File: src/rtl/kdf_pkg.sv
package kdf_pkg;

    typedef enum logic [2:0] {
        ST_RESET     = 3'd0,
        ST_INIT      = 3'd1,
        ST_CREATOR   = 3'd2,
        ST_OWNER_INT = 3'd3,
        ST_OWNER     = 3'd4,
        ST_DISABLED  = 3'd5,
        ST_INVALID   = 3'd6
    } stage_e;

    typedef enum logic [1:0] {
        SS_IDLE = 2'd0,
        SS_BUSY = 2'd1,
        SS_OK   = 2'd2,
        SS_ERR  = 2'd3
    } status_e;

    typedef enum logic [1:0] {
        K_BAD = 2'd0,
        K_DIS = 2'd1,
        K_ADV = 2'd2,
        K_GEN = 2'd3
    } kind_e;

    localparam logic [2:0] OP_ADVANCE = 3'd0;
    localparam logic [2:0] OP_DISABLE = 3'd4;

    // one version limit per key-holding stage
    localparam int unsigned NUM_LIMITS = int'(ST_OWNER) - int'(ST_CREATOR) + 1;

    function automatic logic uses_hash(kind_e k);
        return (k == K_ADV) || (k == K_GEN);
    endfunction

    function automatic int unsigned limit_reset(int unsigned idx);
        return (idx == 1) ? 1 : 0;
    endfunction

endpackage

File: src/rtl/kdf_ver_limits.sv
module kdf_ver_limits
    import kdf_pkg::*;
#(
    parameter int unsigned VER_W = 32
) (
    input  logic                  clk,
    input  logic                  rst,
    input  logic                  wr_ok,
    input  logic [NUM_LIMITS-1:0] lim_we,
    input  logic [VER_W-1:0]      lim_wdata,
    input  stage_e                stage,
    input  logic [VER_W-1:0]      key_version,
    output logic                  ver_ok
);

    logic [VER_W-1:0] lim_q [NUM_LIMITS];

    for (genvar i = 0; i < NUM_LIMITS; i++) begin : g_lim
        localparam logic [VER_W-1:0] RST_VAL = VER_W'(limit_reset(i));
        always_ff @(posedge clk) begin
            if (rst)                       lim_q[i] <= RST_VAL;
            else if (wr_ok && lim_we[i])   lim_q[i] <= lim_wdata;
        end

        AST_LIMIT_FROZEN: assert property (@(posedge clk) disable iff (rst)
            !wr_ok |=> $stable(lim_q[i]));
    end

    always_comb begin
        case (stage)
            ST_CREATOR:   ver_ok = (key_version <= lim_q[0]);
            ST_OWNER_INT: ver_ok = (key_version <= lim_q[1]);
            ST_OWNER:     ver_ok = (key_version <= lim_q[2]);
            default:      ver_ok = 1'b1;
        endcase
    end

endmodule

File: src/rtl/kdf_op_decode.sv
module kdf_op_decode
    import kdf_pkg::*;
(
    input  stage_e     stage,
    input  logic [2:0] op_code,
    input  logic       ver_ok,
    output kind_e      kind
);

    logic [2:0] op_n;
    logic       is_adv;
    logic       is_dis;

    // undefined codes fold onto disable
    assign op_n   = (op_code > OP_DISABLE) ? OP_DISABLE : op_code;
    assign is_adv = (op_n == OP_ADVANCE);
    assign is_dis = (op_n == OP_DISABLE);

    always_comb begin
        case (stage)
            ST_RESET, ST_DISABLED:
                kind = is_dis ? K_DIS : K_BAD;
            ST_INIT, ST_CREATOR, ST_OWNER_INT, ST_OWNER: begin
                if (is_dis)
                    kind = K_DIS;
                else if (is_adv)
                    kind = (stage == ST_OWNER) ? K_DIS : K_ADV;
                else
                    kind = ver_ok ? K_GEN : K_BAD;
            end
            default:
                kind = K_BAD;
        endcase
    end

endmodule

File: src/rtl/kdf_bind_lock.sv
module kdf_bind_lock (
    input  logic clk,
    input  logic rst,
    input  logic wr_we,
    input  logic wr_data,
    input  logic hw_set,
    output logic bind_en
);

    always_ff @(posedge clk) begin
        if (rst)                      bind_en <= 1'b1;
        else if (hw_set)              bind_en <= 1'b1;
        else if (wr_we && !wr_data)   bind_en <= 1'b0;
    end

    AST_BIND_HWSET: assert property (@(posedge clk) disable iff (rst)
        hw_set |=> bind_en);
    AST_BIND_ONE_NOP: assert property (@(posedge clk) disable iff (rst)
        (!hw_set && !bind_en && wr_we && wr_data) |=> !bind_en);

endmodule

File: src/rtl/kdf_stage_ctrl.sv
module kdf_stage_ctrl
    import kdf_pkg::*;
#(
    parameter int unsigned START_W     = 32,
    parameter int unsigned VER_W       = 32,
    parameter int unsigned DATA_W      = 32,
    parameter int unsigned INIT_CYCLES = 8
) (
    input  logic                  clk,
    input  logic                  rst,
    input  logic                  start_we,
    input  logic [START_W-1:0]    start_data,
    input  logic [2:0]            op_code,
    input  logic [VER_W-1:0]      key_version,
    input  logic [NUM_LIMITS-1:0] lim_we,
    input  logic [VER_W-1:0]      lim_wdata,
    input  logic                  bind_we,
    input  logic                  bind_wdata,
    input  logic [1:0]            status_clr,
    input  logic                  err_clr,
    output logic                  hash_req,
    input  logic                  hash_done,
    input  logic [DATA_W-1:0]     hash_data,
    output logic [2:0]            work_state,
    output logic [1:0]            op_status,
    output logic                  cfg_en,
    output logic                  sw_bind_en,
    output logic                  err_invalid_op,
    output logic                  fault_hash,
    output logic                  op_done
);

    localparam int unsigned CNT_W = $clog2(INIT_CYCLES + 1);
    localparam logic [CNT_W-1:0] CNT_LAST = CNT_W'(INIT_CYCLES - 1);

    stage_e          stage_q;
    status_e         status_q;
    kind_e           kind_q;
    kind_e           kind_d;
    logic            busy_q;
    logic            err_q;
    logic            fault_q;
    logic            done_q;
    logic [CNT_W-1:0] cnt_q;
    logic            ver_ok;
    logic            start_fire;
    logic            finish;
    logic            hash_bad;
    logic            adv_ok;

    assign start_fire = !busy_q && start_we && (start_data == START_W'(1));
    assign hash_req   = busy_q && uses_hash(kind_q);
    assign finish     = busy_q && (!uses_hash(kind_q) || hash_done);
    assign hash_bad   = (hash_data == '0) || (hash_data == '1);
    assign adv_ok     = finish && (kind_q == K_ADV) && !hash_bad;

    kdf_ver_limits #(.VER_W(VER_W)) u_limits (
        .clk         (clk),
        .rst         (rst),
        .wr_ok       (!busy_q),
        .lim_we      (lim_we),
        .lim_wdata   (lim_wdata),
        .stage       (stage_q),
        .key_version (key_version),
        .ver_ok      (ver_ok)
    );

    kdf_op_decode u_decode (
        .stage   (stage_q),
        .op_code (op_code),
        .ver_ok  (ver_ok),
        .kind    (kind_d)
    );

    kdf_bind_lock u_bind (
        .clk     (clk),
        .rst     (rst),
        .wr_we   (bind_we),
        .wr_data (bind_wdata),
        .hw_set  (adv_ok),
        .bind_en (sw_bind_en)
    );

    always_ff @(posedge clk) begin
        if (rst) begin
            stage_q  <= ST_RESET;
            status_q <= SS_IDLE;
            kind_q   <= K_BAD;
            busy_q   <= 1'b0;
            err_q    <= 1'b0;
            fault_q  <= 1'b0;
            done_q   <= 1'b0;
            cnt_q    <= '0;
        end else begin
            done_q <= finish;
            if (stage_q == ST_RESET && cnt_q != CNT_LAST)
                cnt_q <= cnt_q + 1'b1;

            if (start_fire) begin
                busy_q   <= 1'b1;
                kind_q   <= kind_d;
                status_q <= SS_BUSY;
            end else if (finish) begin
                busy_q <= 1'b0;
                if (kind_q == K_BAD || (uses_hash(kind_q) && hash_bad))
                    status_q <= SS_ERR;
                else
                    status_q <= SS_OK;
            end else if (!busy_q) begin
                status_q <= status_e'(status_q & ~status_clr);
            end

            if (finish && kind_q == K_BAD)
                err_q <= 1'b1;
            else if (err_clr)
                err_q <= 1'b0;

            if (finish && uses_hash(kind_q) && hash_bad)
                fault_q <= 1'b1;

            if (finish) begin
                case (kind_q)
                    K_DIS:   stage_q <= ST_DISABLED;
                    K_ADV:   stage_q <= hash_bad ? ST_INVALID : stage_e'(stage_q + 3'd1);
                    K_GEN:   if (hash_bad) stage_q <= ST_INVALID;
                    default: ;
                endcase
            end else if (!busy_q && !start_fire && stage_q == ST_RESET && cnt_q == CNT_LAST) begin
                stage_q <= ST_INIT;
            end
        end
    end

    assign work_state     = stage_q;
    assign op_status      = status_q;
    assign cfg_en         = !busy_q;
    assign err_invalid_op = err_q;
    assign fault_hash     = fault_q;
    assign op_done        = done_q;

    AST_START_LOCKS: assert property (@(posedge clk) disable iff (rst)
        start_fire |=> (!cfg_en && op_status == SS_BUSY));
    AST_DONE_ONE_CYCLE: assert property (@(posedge clk) disable iff (rst)
        op_done |=> !op_done);
    AST_INVALID_TERMINAL: assert property (@(posedge clk) disable iff (rst)
        (stage_q == ST_INVALID) |=> (stage_q == ST_INVALID));
    AST_DISABLED_TERMINAL: assert property (@(posedge clk) disable iff (rst)
        (stage_q == ST_DISABLED) |=> (stage_q == ST_DISABLED));
    AST_FAULT_IN_INVALID: assert property (@(posedge clk) disable iff (rst)
        fault_q |-> (stage_q == ST_INVALID));
    AST_ERR_STICKY: assert property (@(posedge clk) disable iff (rst)
        (err_q && !err_clr) |=> err_q);

endmodule

File: config.mk
export PLATFORM = sky130hd
export DESIGN_NAME = kdf_stage_ctrl
export DESIGN_NICKNAME = d
export VERILOG_FILES = /design/src/rtl/kdf_pkg.sv /design/src/rtl/kdf_ver_limits.sv /design/src/rtl/kdf_op_decode.sv /design/src/rtl/kdf_bind_lock.sv /design/src/rtl/kdf_stage_ctrl.sv
export SDC_FILE = /design/constraint.sdc
export NUM_CORES = 1
export LEC_CHECK = 0
export BUFFER_PORTS_ARGS = -buffer_cell sky130_fd_sc_hd__buf_2
export CAP_MARGIN = 25
export CORE_ASPECT_RATIO = 1.5
export CORE_MARGIN = 1.5
export CORE_UTILIZATION = 45
export CTS_CLUSTER_SIZE = 24
export DETAILED_ROUTE_END_ITERATION = 8
export PLACE_DENSITY = 0.68
export SYNTH_ARGS = -nofsm -noshare
export SYNTH_HDL_FRONTEND = slang
export SYNTH_SLANG_ARGS = --single-unit
File: constraint.sdc
create_clock -name clk -period 4.4 [get_ports clk]
set_input_delay 0.22 -clock clk [delete_from_list [all_inputs] [get_ports clk]]
set_output_delay 0.22 -clock clk [all_outputs]
set_load 0.1 [all_outputs]
==> impl_metrics.ini, run 1 <==
[routing]
drc = 0
wirelength_um = 16700
drt_iter0_drc = 322
ant_nets = 0
first_pass_iters = 4
num_vias = 5490
vias_per_cell = 5.20
avgRoutedWirePerCell_um = 15.8

[global_routing]
met2_usage_pct = 40.8
overflow = 0
grt_busiest_layer = met2
use_met3_pct = 3.12
grt_pass1_wl_um = 26500
grt_max_degree = 33
track_usage_pct = 20.9
grt_pass1_vias = 5558
antenna_found_initial = 2
gr-usage-met1_pct = 22.9

[worst_setup_path]
critPathRequiredTime_ns = 4.61
critical_path.top_delay_family = simple AND/OR/NAND/NOR gates
arrival_ns = 2.62
crit_path_end_kind = flip-flop
path_buf_inv = 1
worst-r2r-cell-count = 8
critPathLaunchType = flip-flop
crit_path_cell_trace = inv_1 > ha_1 > nand4_1 > or4_2 > a31oi_1 > o22ai_1 > nor4_2 > o32ai_2
crit_type = reg -> reg
path_max_fanout = 3
worst-path-stages = 8
cp_slowest_stage_delay_ns = 0.73
slowest_stage = or4_2

[yosys]
synth_top_area_cell = edfxtp_1
synth_cell_type_count = 58
synth-seq-cells = 112
yosys_most_used_dff = edfxtp_1
synthArstFlopShare_pct = 0
yosys.area.top_type_share_pct = 40.6
yosysMostFrequentCell = inv_1
yosysSeqAreaShare_pct = 45.1
avgSynthCellArea_um2 = 10.3
ys_top_cells_by_count = inv_1 (104), ha_1 (102), edfxtp_1 (96)
synth_area_leaders = edfxtp_1 (41%), ha_1 (18%), and2_1 (8.4%), inv_1 (5.5%), dfxtp_1 (4.5%)
syn-cell-area_um2 = 7100
synthCells = 688
yosys_warnings = 0
synth_edf_count = 96
syn-num-nets = 933

[power_and_ir_drop]
seq_power_share_pct = 51.5
p_per_area_nw_per_um2 = 287
p_total_uw = 2410
power.switching_uw = 623
vdd_drop_max_mv = 0.180
swShare_pct = 25.9
internal_power_uw = 1780
cellLeakagePower_uw = 0.00369
clock_power_share_pct = 31.2
comb_power_share_pct = 17.3

[cells_and_area]
fin_nets = 1092
syn2layout_area_growth_pct = 18.2
diodes = 0
drive_above_1_share_pct = 22.2
stdcell_count = 1055

[die]
io_pins = 154
core_area_um2 = 15600
die_h_um = 157
initial_core_util_pct = 45.6
core.rowCount = 56
dieArea_um2 = 16600
die_w_um = 106

[timing]
slew_headroom_pct = 50.7
fin_hold_ws_ns = 0.141
setup_violations = 0
hold_violations = 0
setup_ws_ns = 1.99
fin_crit_sh_pct = 54.8
rsz0062_at_grt = no
max_clock_freq_mhz = 414
worst_clock_skew_ns = 0.00989
tightest_slew_ns = 0.738
slew_violations = 0
fin_crit_ns = 2.41
finalSetupTns_ns = 0

[place]
dp.cells = 1039
gp_congestion = 0.870
hpwlAfterDp_um = 12900
pre_cts_ws_ns = 2.00
place.port_buffers = 153

[run]
maxCapViolCount = 0

[cts]
cts-root-buf = clkbuf_16
ctsHtreeMaxLevel = 3
clock-sinks = 112
clk_path_buf_depth = 2
cts_setup_buffers = 0
clk_latency_ns = 0.35
cts_buffers = 9
cts_resized = 0
clkTransAtPathRegs_ns = 0.07
cts_tree = built
ctsHoldBuffers = 0

[hold_path]
hp-class = in -> reg
hold_depth = 3

[outcome]
status = complete, no violations
[per-stage QoR]
stage | instance area [um^2] | util, %
6_report | 8390 | 53.9
5_1_grt | 8390 | 53.9
4_1_cts | 8390 | 53.9
3_5_place_dp | 8120 | 52.2
3_3_place_gp | 8120 | 52.2
2_1_floorplan | 7100 | -
[power by group through the flow]
stage / clock (uW) / combinational [uW] / sequential [uW]
after CTS: 766 / 425 / 1240
final: 750 / 417 / 1240
after global placement: 0 / 412 / 1260
after detailed placement: 0 / 422 / 1260
after floorplan: 0 / 240 / 1260
after global routing: 799 / 480 / 1240
[worst register-to-register path, stage by stage, from the launching register on]
cell and delay [ns]:
edfxtp_1 0.33, inv_1 0.06, ha_1 0.30, nand4_1 0.13, or4_2 0.73, a31oi_1 0.21, o22ai_1 0.13, nor4_2 0.29
o32ai_2 0.12
[per-layer routing]
layer / share of wire (%) / up-vias
li1: - / 2782
met1: 40 / 2586
met2: 55 / 102
met3: 3.7 / 18
met4: 1.7 / 2
met5: 0.060 / -
[cells by family after synthesis]
logic type | Yosys count | share of synthesized area (%)
and+or+nand+nor | 252 | 20.9
DFF | 112 | 45.1
muxes | 1 | 0.141
buffers and inverters | 116 | 6.24
adders and majority gates | 102 | 18.0
AOI/OAI and AO/OA | 104 | 9.47
xor gates and xnor gates | 1 | 0.123
[registers in the layout (all words and copies together), names as in the netlist]
name / cells
err_invalid_op: 1
kind_q: 2
cnt_q: 4
op_done: 1
u_limits.lim_q: 96
op_status: 2
work_state: 3
u_bind.bind_en: 1
busy_q: 1
fault_hash: 1
[area by class of cell]
type	count	area (um^2)
fill	1492	7170
multi-input combinational	460	3460
sequential	112	3200
timing repair buffer	159	811
inverter	105	394
tap	203	254
clock buffer	10	229
clock inverter	6	36.3
[cells in the final DEF (no fill, tap or decap), types with 3 or more instances in the layout]
cell / instances
nor2_2: 3
buf_4: 6
dfxtp_1: 16
nor2_1: 18
nand2b_1: 7
inv_1: 104
a21o_1: 7
nor4_1: 18
a21oi_1: 43
nand4_1: 31
buf_2: 153
nor2b_1: 7
a2111o_1: 3
clkbuf_16: 9
nand2_1: 32
nor3_1: 5
and2_1: 95
o21ai_0: 13
or3_1: 3
nand3_1: 9
o21ai_1: 3
ha_1: 102
o211ai_1: 5
edfxtp_1: 96
a211oi_1: 5
nand3b_1: 4
a221oi_1: 4
[final timing paths]
kind                              start             end  slack (ns)
setup / recovery  u_limits.lim_q[1][31]       kind_q[0]        1.99
hold / removal                  err_clr  err_invalid_op        0.14
setup reg to reg  u_limits.lim_q[1][31]       kind_q[0]        1.99
hold reg to reg              fault_hash      fault_hash        0.47
No activity file was read; power rests on OpenSTA's default activity.
==> inputs of run 2 (changes only) <==
- clock period: 4.4 -> 2.42 ns (I/O delays scaled with it)
==> run 2 against run 1 <==
Total power grew 85%. Setup slack lost 1.9 ns. Global-route usage grew 0.43 points. First-iteration DRC count shrank 24%.
==> impl_metrics.ini, run 2 (synthesis gave the netlist of run 1 again) <==
[worst_setup_path]
worst-r2r-cell-count = 9
reg2reg_slack_ns = 0.06
arrival_ns = 2.59
critPathRequiredTime_ns = 2.65
crit_path_end_kind = flip-flop
crit_type = reg -> reg
critPathLaunchType = flip-flop
path_max_fanout = 2

[routing]
vias_per_cell = 5.26
ant_nets = 0
wirelength_um = 17200
avgRoutedWirePerCell_um = 16.2
drc = 0
drt_iter0_drc = 244
first_pass_iters = 5
num_vias = 5584

[hold_path]
hold_depth = 3
hp-class = in -> reg

[cts]
cts_setup_buffers = 0
ctsHtreeMaxLevel = 3
clock-sinks = 112
cts-root-buf = clkbuf_16
clk_latency_ns = 0.35
cts_buffers = 9
clk_path_buf_depth = 2
clkTransAtPathRegs_ns = 0.08
cts_tree = built

[cells_and_area]
largest_register = u_limits.lim_q
final_cell_mix = buf_2 (153), inv_1 (104), ha_1 (102)
stdcell_count = 1061
final_common_cell = buf_2
fillerInstances = 1456
drive_above_1_share_pct = 23.2
largest_register_ffs = 96
stdcell_area_um2 = 8450
fin_nets = 1097
syn2layout_area_growth_pct = 19.1

[global_routing]
antenna_found_initial = 1
grt_pass1_wl_um = 27300
track_usage_pct = 21.4
overflow = 0
grt_pass1_vias = 5639
grt_max_degree = 26

[power_and_ir_drop]
p_total_uw = 4440
comb_power_share_pct = 17.3
cellLeakagePower_uw = 0.00372
clock_power_share_pct = 32.0
power.switching_uw = 1180
seq_power_share_pct = 50.7
p_per_area_nw_per_um2 = 525
vdd_drop_max_mv = 0.300
internal_power_uw = 3260
swShare_pct = 26.5

[place]
pre_cts_ws_ns = 0.0190
placed_cell_area_um2 = 8170
dp.cells = 1044
gp_congestion = 0.857
place.port_buffers = 153
hpwlAfterDp_um = 13900

[timing]
fin_crit_ns = 2.36
max_clock_freq_mhz = 423
worst_clock_skew_ns = 0.00750
fin_crit_sh_pct = 97.6
slew_headroom_pct = 67.1
rsz0062_at_grt = yes
hold_violations = 0
tightest_slew_ns = 0.498
setup_violations = 0
setup_ws_ns = 0.0580
slew_violations = 0

[die]
initial_core_util_pct = 45.6
io_pins = 154
dieArea_um2 = 16600
core.rowCount = 56
core_area_um2 = 15600
die_h_um = 157
die_w_um = 106

[outcome]
status = complete, no violations

[run]
maxCapViolCount = 0
-- run 2: changes by cell type in the layout (fill, tap and decap cells not counted), sizes merged --
cell,before,now
buf,159,164
clkbuf,10,11
clkinv,4,3
clkinvlp,2,1
diode,0,1
inv,105,106
-- run 2: final timing paths --
path | from | to
min | err_clr | err_invalid_op
max | u_limits.lim_q[2][29] | kind_q[1]
min reg2reg | u_bind.bind_en | u_bind.bind_en
max reg2reg | u_limits.lim_q[2][29] | kind_q[1]
-- run 2: per-layer routing --
layer | global-route usage, % | part of all wire, %
met1 | 23.5 | 40
met2 | 41.7 | 54
met3 | 3.04 | 3.6
met4 | 6.89 | 1.8
met5 | 0 | 0
-- run 2: metrics by stage --
stage,setup TNS [ns],util (%),hold WS (ns)
5_1_grt,-0.0227,54.3,0.0623
6_report,0,54.3,0.0293
4_1_cts,0,54.3,0.0193
3_5_place_dp,0,52.5,0.388
3_3_place_gp,0,52.5,0.389
2_1_floorplan,0,-,0.244
-- run 2: power groups by stage --
stage                     Sequential (uW)  Combinational [uW]  Clock (uW)
after CTS                            2250                 781        1450
after global routing                 2260                 878        1510
after floorplan                      2300                 437           0
after detailed placement             2300                 778           0
final                                2250                 768        1420
after global placement               2290                 754           0
-- run 2: worst max-delay path: stages (launching register included) --
cell and delay (ns):
edfxtp_1 0.32, inv_1 0.04, ha_1 0.28, and4_1 0.21
nand4_1 0.14, or4_1 0.57, a31oi_1 0.16, o22ai_1 0.13
nor3_1 0.26, o32ai_1 0.13
-- run 2: layout make-up --
class / instances / area, um^2 / area share, %
multi-input cells: 460 / 3470 / 41.1
flip-flops and latches: 112 / 3210 / 37.9
inverters: 105 / 394 / 4.66
clock buffers: 11 / 233 / 2.75
diodes: 1 / 2.50 / 0.0296
repair buffers: 164 / 848 / 10.0
clock inverters: 5 / 42.5 / 0.503
well taps: 203 / 254 / 3.01
-- run 2: what timing repair did --
action                                 CTS  global route
endpoints found under the hold margin    0             0
hold buffers                             0             0
setup endpoints to repair                0             2
resized for setup                        0             1
==> inputs of run 3 (changes only) <==
- clock period: 2.42 -> 2.18 ns (I/O delays scaled with it)
==> run 3 against run 2 <==
The flow now finishes with violations (setup timing). Sequential share of layout area fell by 2.3 points. Die area stayed put. Clock skew decreased by 0.0014 ns. Total power rose by 13%. Non-clock buffer count increased by 36. Sequential power up 11%. Setup slack got worse by 0.096 ns. Maximum frequency grew 6.5%. Global-route usage rose by 0.10 points. Clock power is 9% higher. Largest power group unchanged.
==> impl_metrics.ini, run 3 (synthesis gave the netlist of run 1 again) <==
[timing]
slew_headroom_pct = 39.5
rsz0062_at_grt = yes
tightest_slew_ns = 0.907
worst_clock_skew_ns = 0.00613
finalSetupTns_ns = -0.0621
max_clock_freq_mhz = 451
fin_crit_ns = 2.22
slew_violations = 0
setup_ws_ns = -0.0380
fin_crit_sh_pct = 102
setup_violations = 2
hold_violations = 0

[place]
gp_congestion = 0.855
hpwlAfterDp_um = 13800
placed_cell_area_um2 = 8440
place.port_buffers = 153

[global_routing]
grt_pass1_vias = 5858
overflow = 0
grt_max_degree = 27
antenna_found_initial = 3
track_usage_pct = 21.5
grt_pass1_wl_um = 27500

[routing]
drc = 0
wirelength_um = 17500
vias_per_cell = 5.16
drt_iter0_drc = 192
num_vias = 5660
ant_nets = 0
first_pass_iters = 6
avgRoutedWirePerCell_um = 16.0

[power_and_ir_drop]
vdd_drop_max_mv = 0.329
p_per_area_nw_per_um2 = 556
cellLeakagePower_uw = 0.00394

[cts]
cts_buffers = 9
ctsHoldBuffers = 0
clkTransAtPathRegs_ns = 0.07
cts_tree = built
clk_path_buf_depth = 2
ctsHtreeMaxLevel = 3
clk_latency_ns = 0.35
cts-root-buf = clkbuf_16
clock-sinks = 112

[cells_and_area]
fin_nets = 1133
drive_above_1_share_pct = 30.3
largest_register_ffs = 96
final_cell_mix = buf_2 (153), inv_1 (101), edfxtp_1 (96)
stdcell_area_um2 = 9020
syn2layout_area_growth_pct = 27.1
final_common_cell = buf_2
largest_register = u_limits.lim_q
fillerInstances = 1392

[worst_setup_path]
cpMostUsedCell = or4_4
crit_path_end_kind = flip-flop
critPathLaunchType = flip-flop
crit_type = reg -> reg
critPathRequiredTime_ns = 2.41
arrival_ns = 2.45
crit_path_cell_trace = inv_2 > ha_4 > and4_1 > nand4_1 > or4_4 > o31ai_2 > or4_4 > nor3_2 > o32ai_1
path_max_fanout = 2
slowest_stage = or4_4
critical_path.top_delay_family = simple AND/OR/NAND/NOR gates
cp_slowest_stage_delay_ns = 0.54
path_buf_inv = 1

[hold_path]
hp-class = in -> reg

[die]
core_area_um2 = 15600
initial_core_util_pct = 45.6
io_pins = 154
dieArea_um2 = 16600
core.rowCount = 56
die_h_um = 157
die_w_um = 106

[outcome]
failed_checks = setup timing
status = finished with violations

[run]
maxCapViolCount = 0
## run 3: cell types whose count changed in the layout (fill, tap and decap cells not counted), moves of 4 or more
cell   before  now
or4_4       0    4
ha_1      102   92
ha_4        0   10
buf_4      11   43
## run 3: final timing paths
path / slack, ns / start / end / cells after the start
max: -0.04 / u_limits.lim_q[2][29] / kind_q[1] / 9
min: 0.02 / err_clr / err_invalid_op / 3
max reg2reg: -0.04 / u_limits.lim_q[2][29] / kind_q[1] / 9
min reg2reg: 0.48 / u_bind.bind_en / u_bind.bind_en / 2
## run 3: where the power goes
group | internal (uW) | switching, uW | leakage (uW)
Combinational | 446 | 523 | 0.00263
Sequential | 2460 | 36.9 | 0.00119
Clock | 781 | 771 | 0.000129
Total | 3690 | 1330 | 0.00394
## run 3: area by class of cell
cell class	count	area [um^2]	share of cell area [%]
well taps	203	254	2.81
clock buffers	10	229	2.54
multi-input cells	460	3730	41.3
flip-flops and latches	112	3210	35.6
repair buffers	200	1150	12.8
diodes	1	2.50	0.0277
inverters	105	394	4.37
clock inverters	6	46.3	0.513
## run 3: routing by layer
metal | wire (um) | vias up | GRT usage [%]
met5 | 13 | - | 0
met1 | 6990 | 2623 | 24.1
met3 | 558 | 35 | 2.87
li1 | - | 2871 | -
met2 | 9400 | 129 | 40.2
met4 | 552 | 2 | 9.52
## run 3: per-stage QoR
stage / cells / utilization, % / hold WS (ns) / worst slack [ns] / total power [uW]
floorplan: 688 / - / 0.232 / 0.00437 / 3030
global placement: 1074 / 54.3 / 0.376 / -0.0807 / 3430
detailed placement: 1074 / 54.3 / 0.387 / -0.106 / 3460
CTS: 1093 / 56.7 / 0.0201 / -0.0432 / 5010
global route: 1097 / 58.0 / 0.0322 / -0.142 / 5250
finish: 1097 / 58.0 / 0.0225 / -0.0380 / 5020
## run 3: timing repair
item	CTS	global route
resized for setup	13	24
pin swaps	5	19
setup endpoints to repair	2	3
buffers inserted	3	3
## run 3: worst register-to-register path, stage by stage (launching register included)
cell      delay, ns
edfxtp_1       0.38
inv_2          0.08
ha_4           0.20
and4_1         0.20
nand4_1        0.13
or4_4          0.16
o31ai_2        0.07
or4_4          0.54
nor3_2         0.23
o32ai_1        0.11
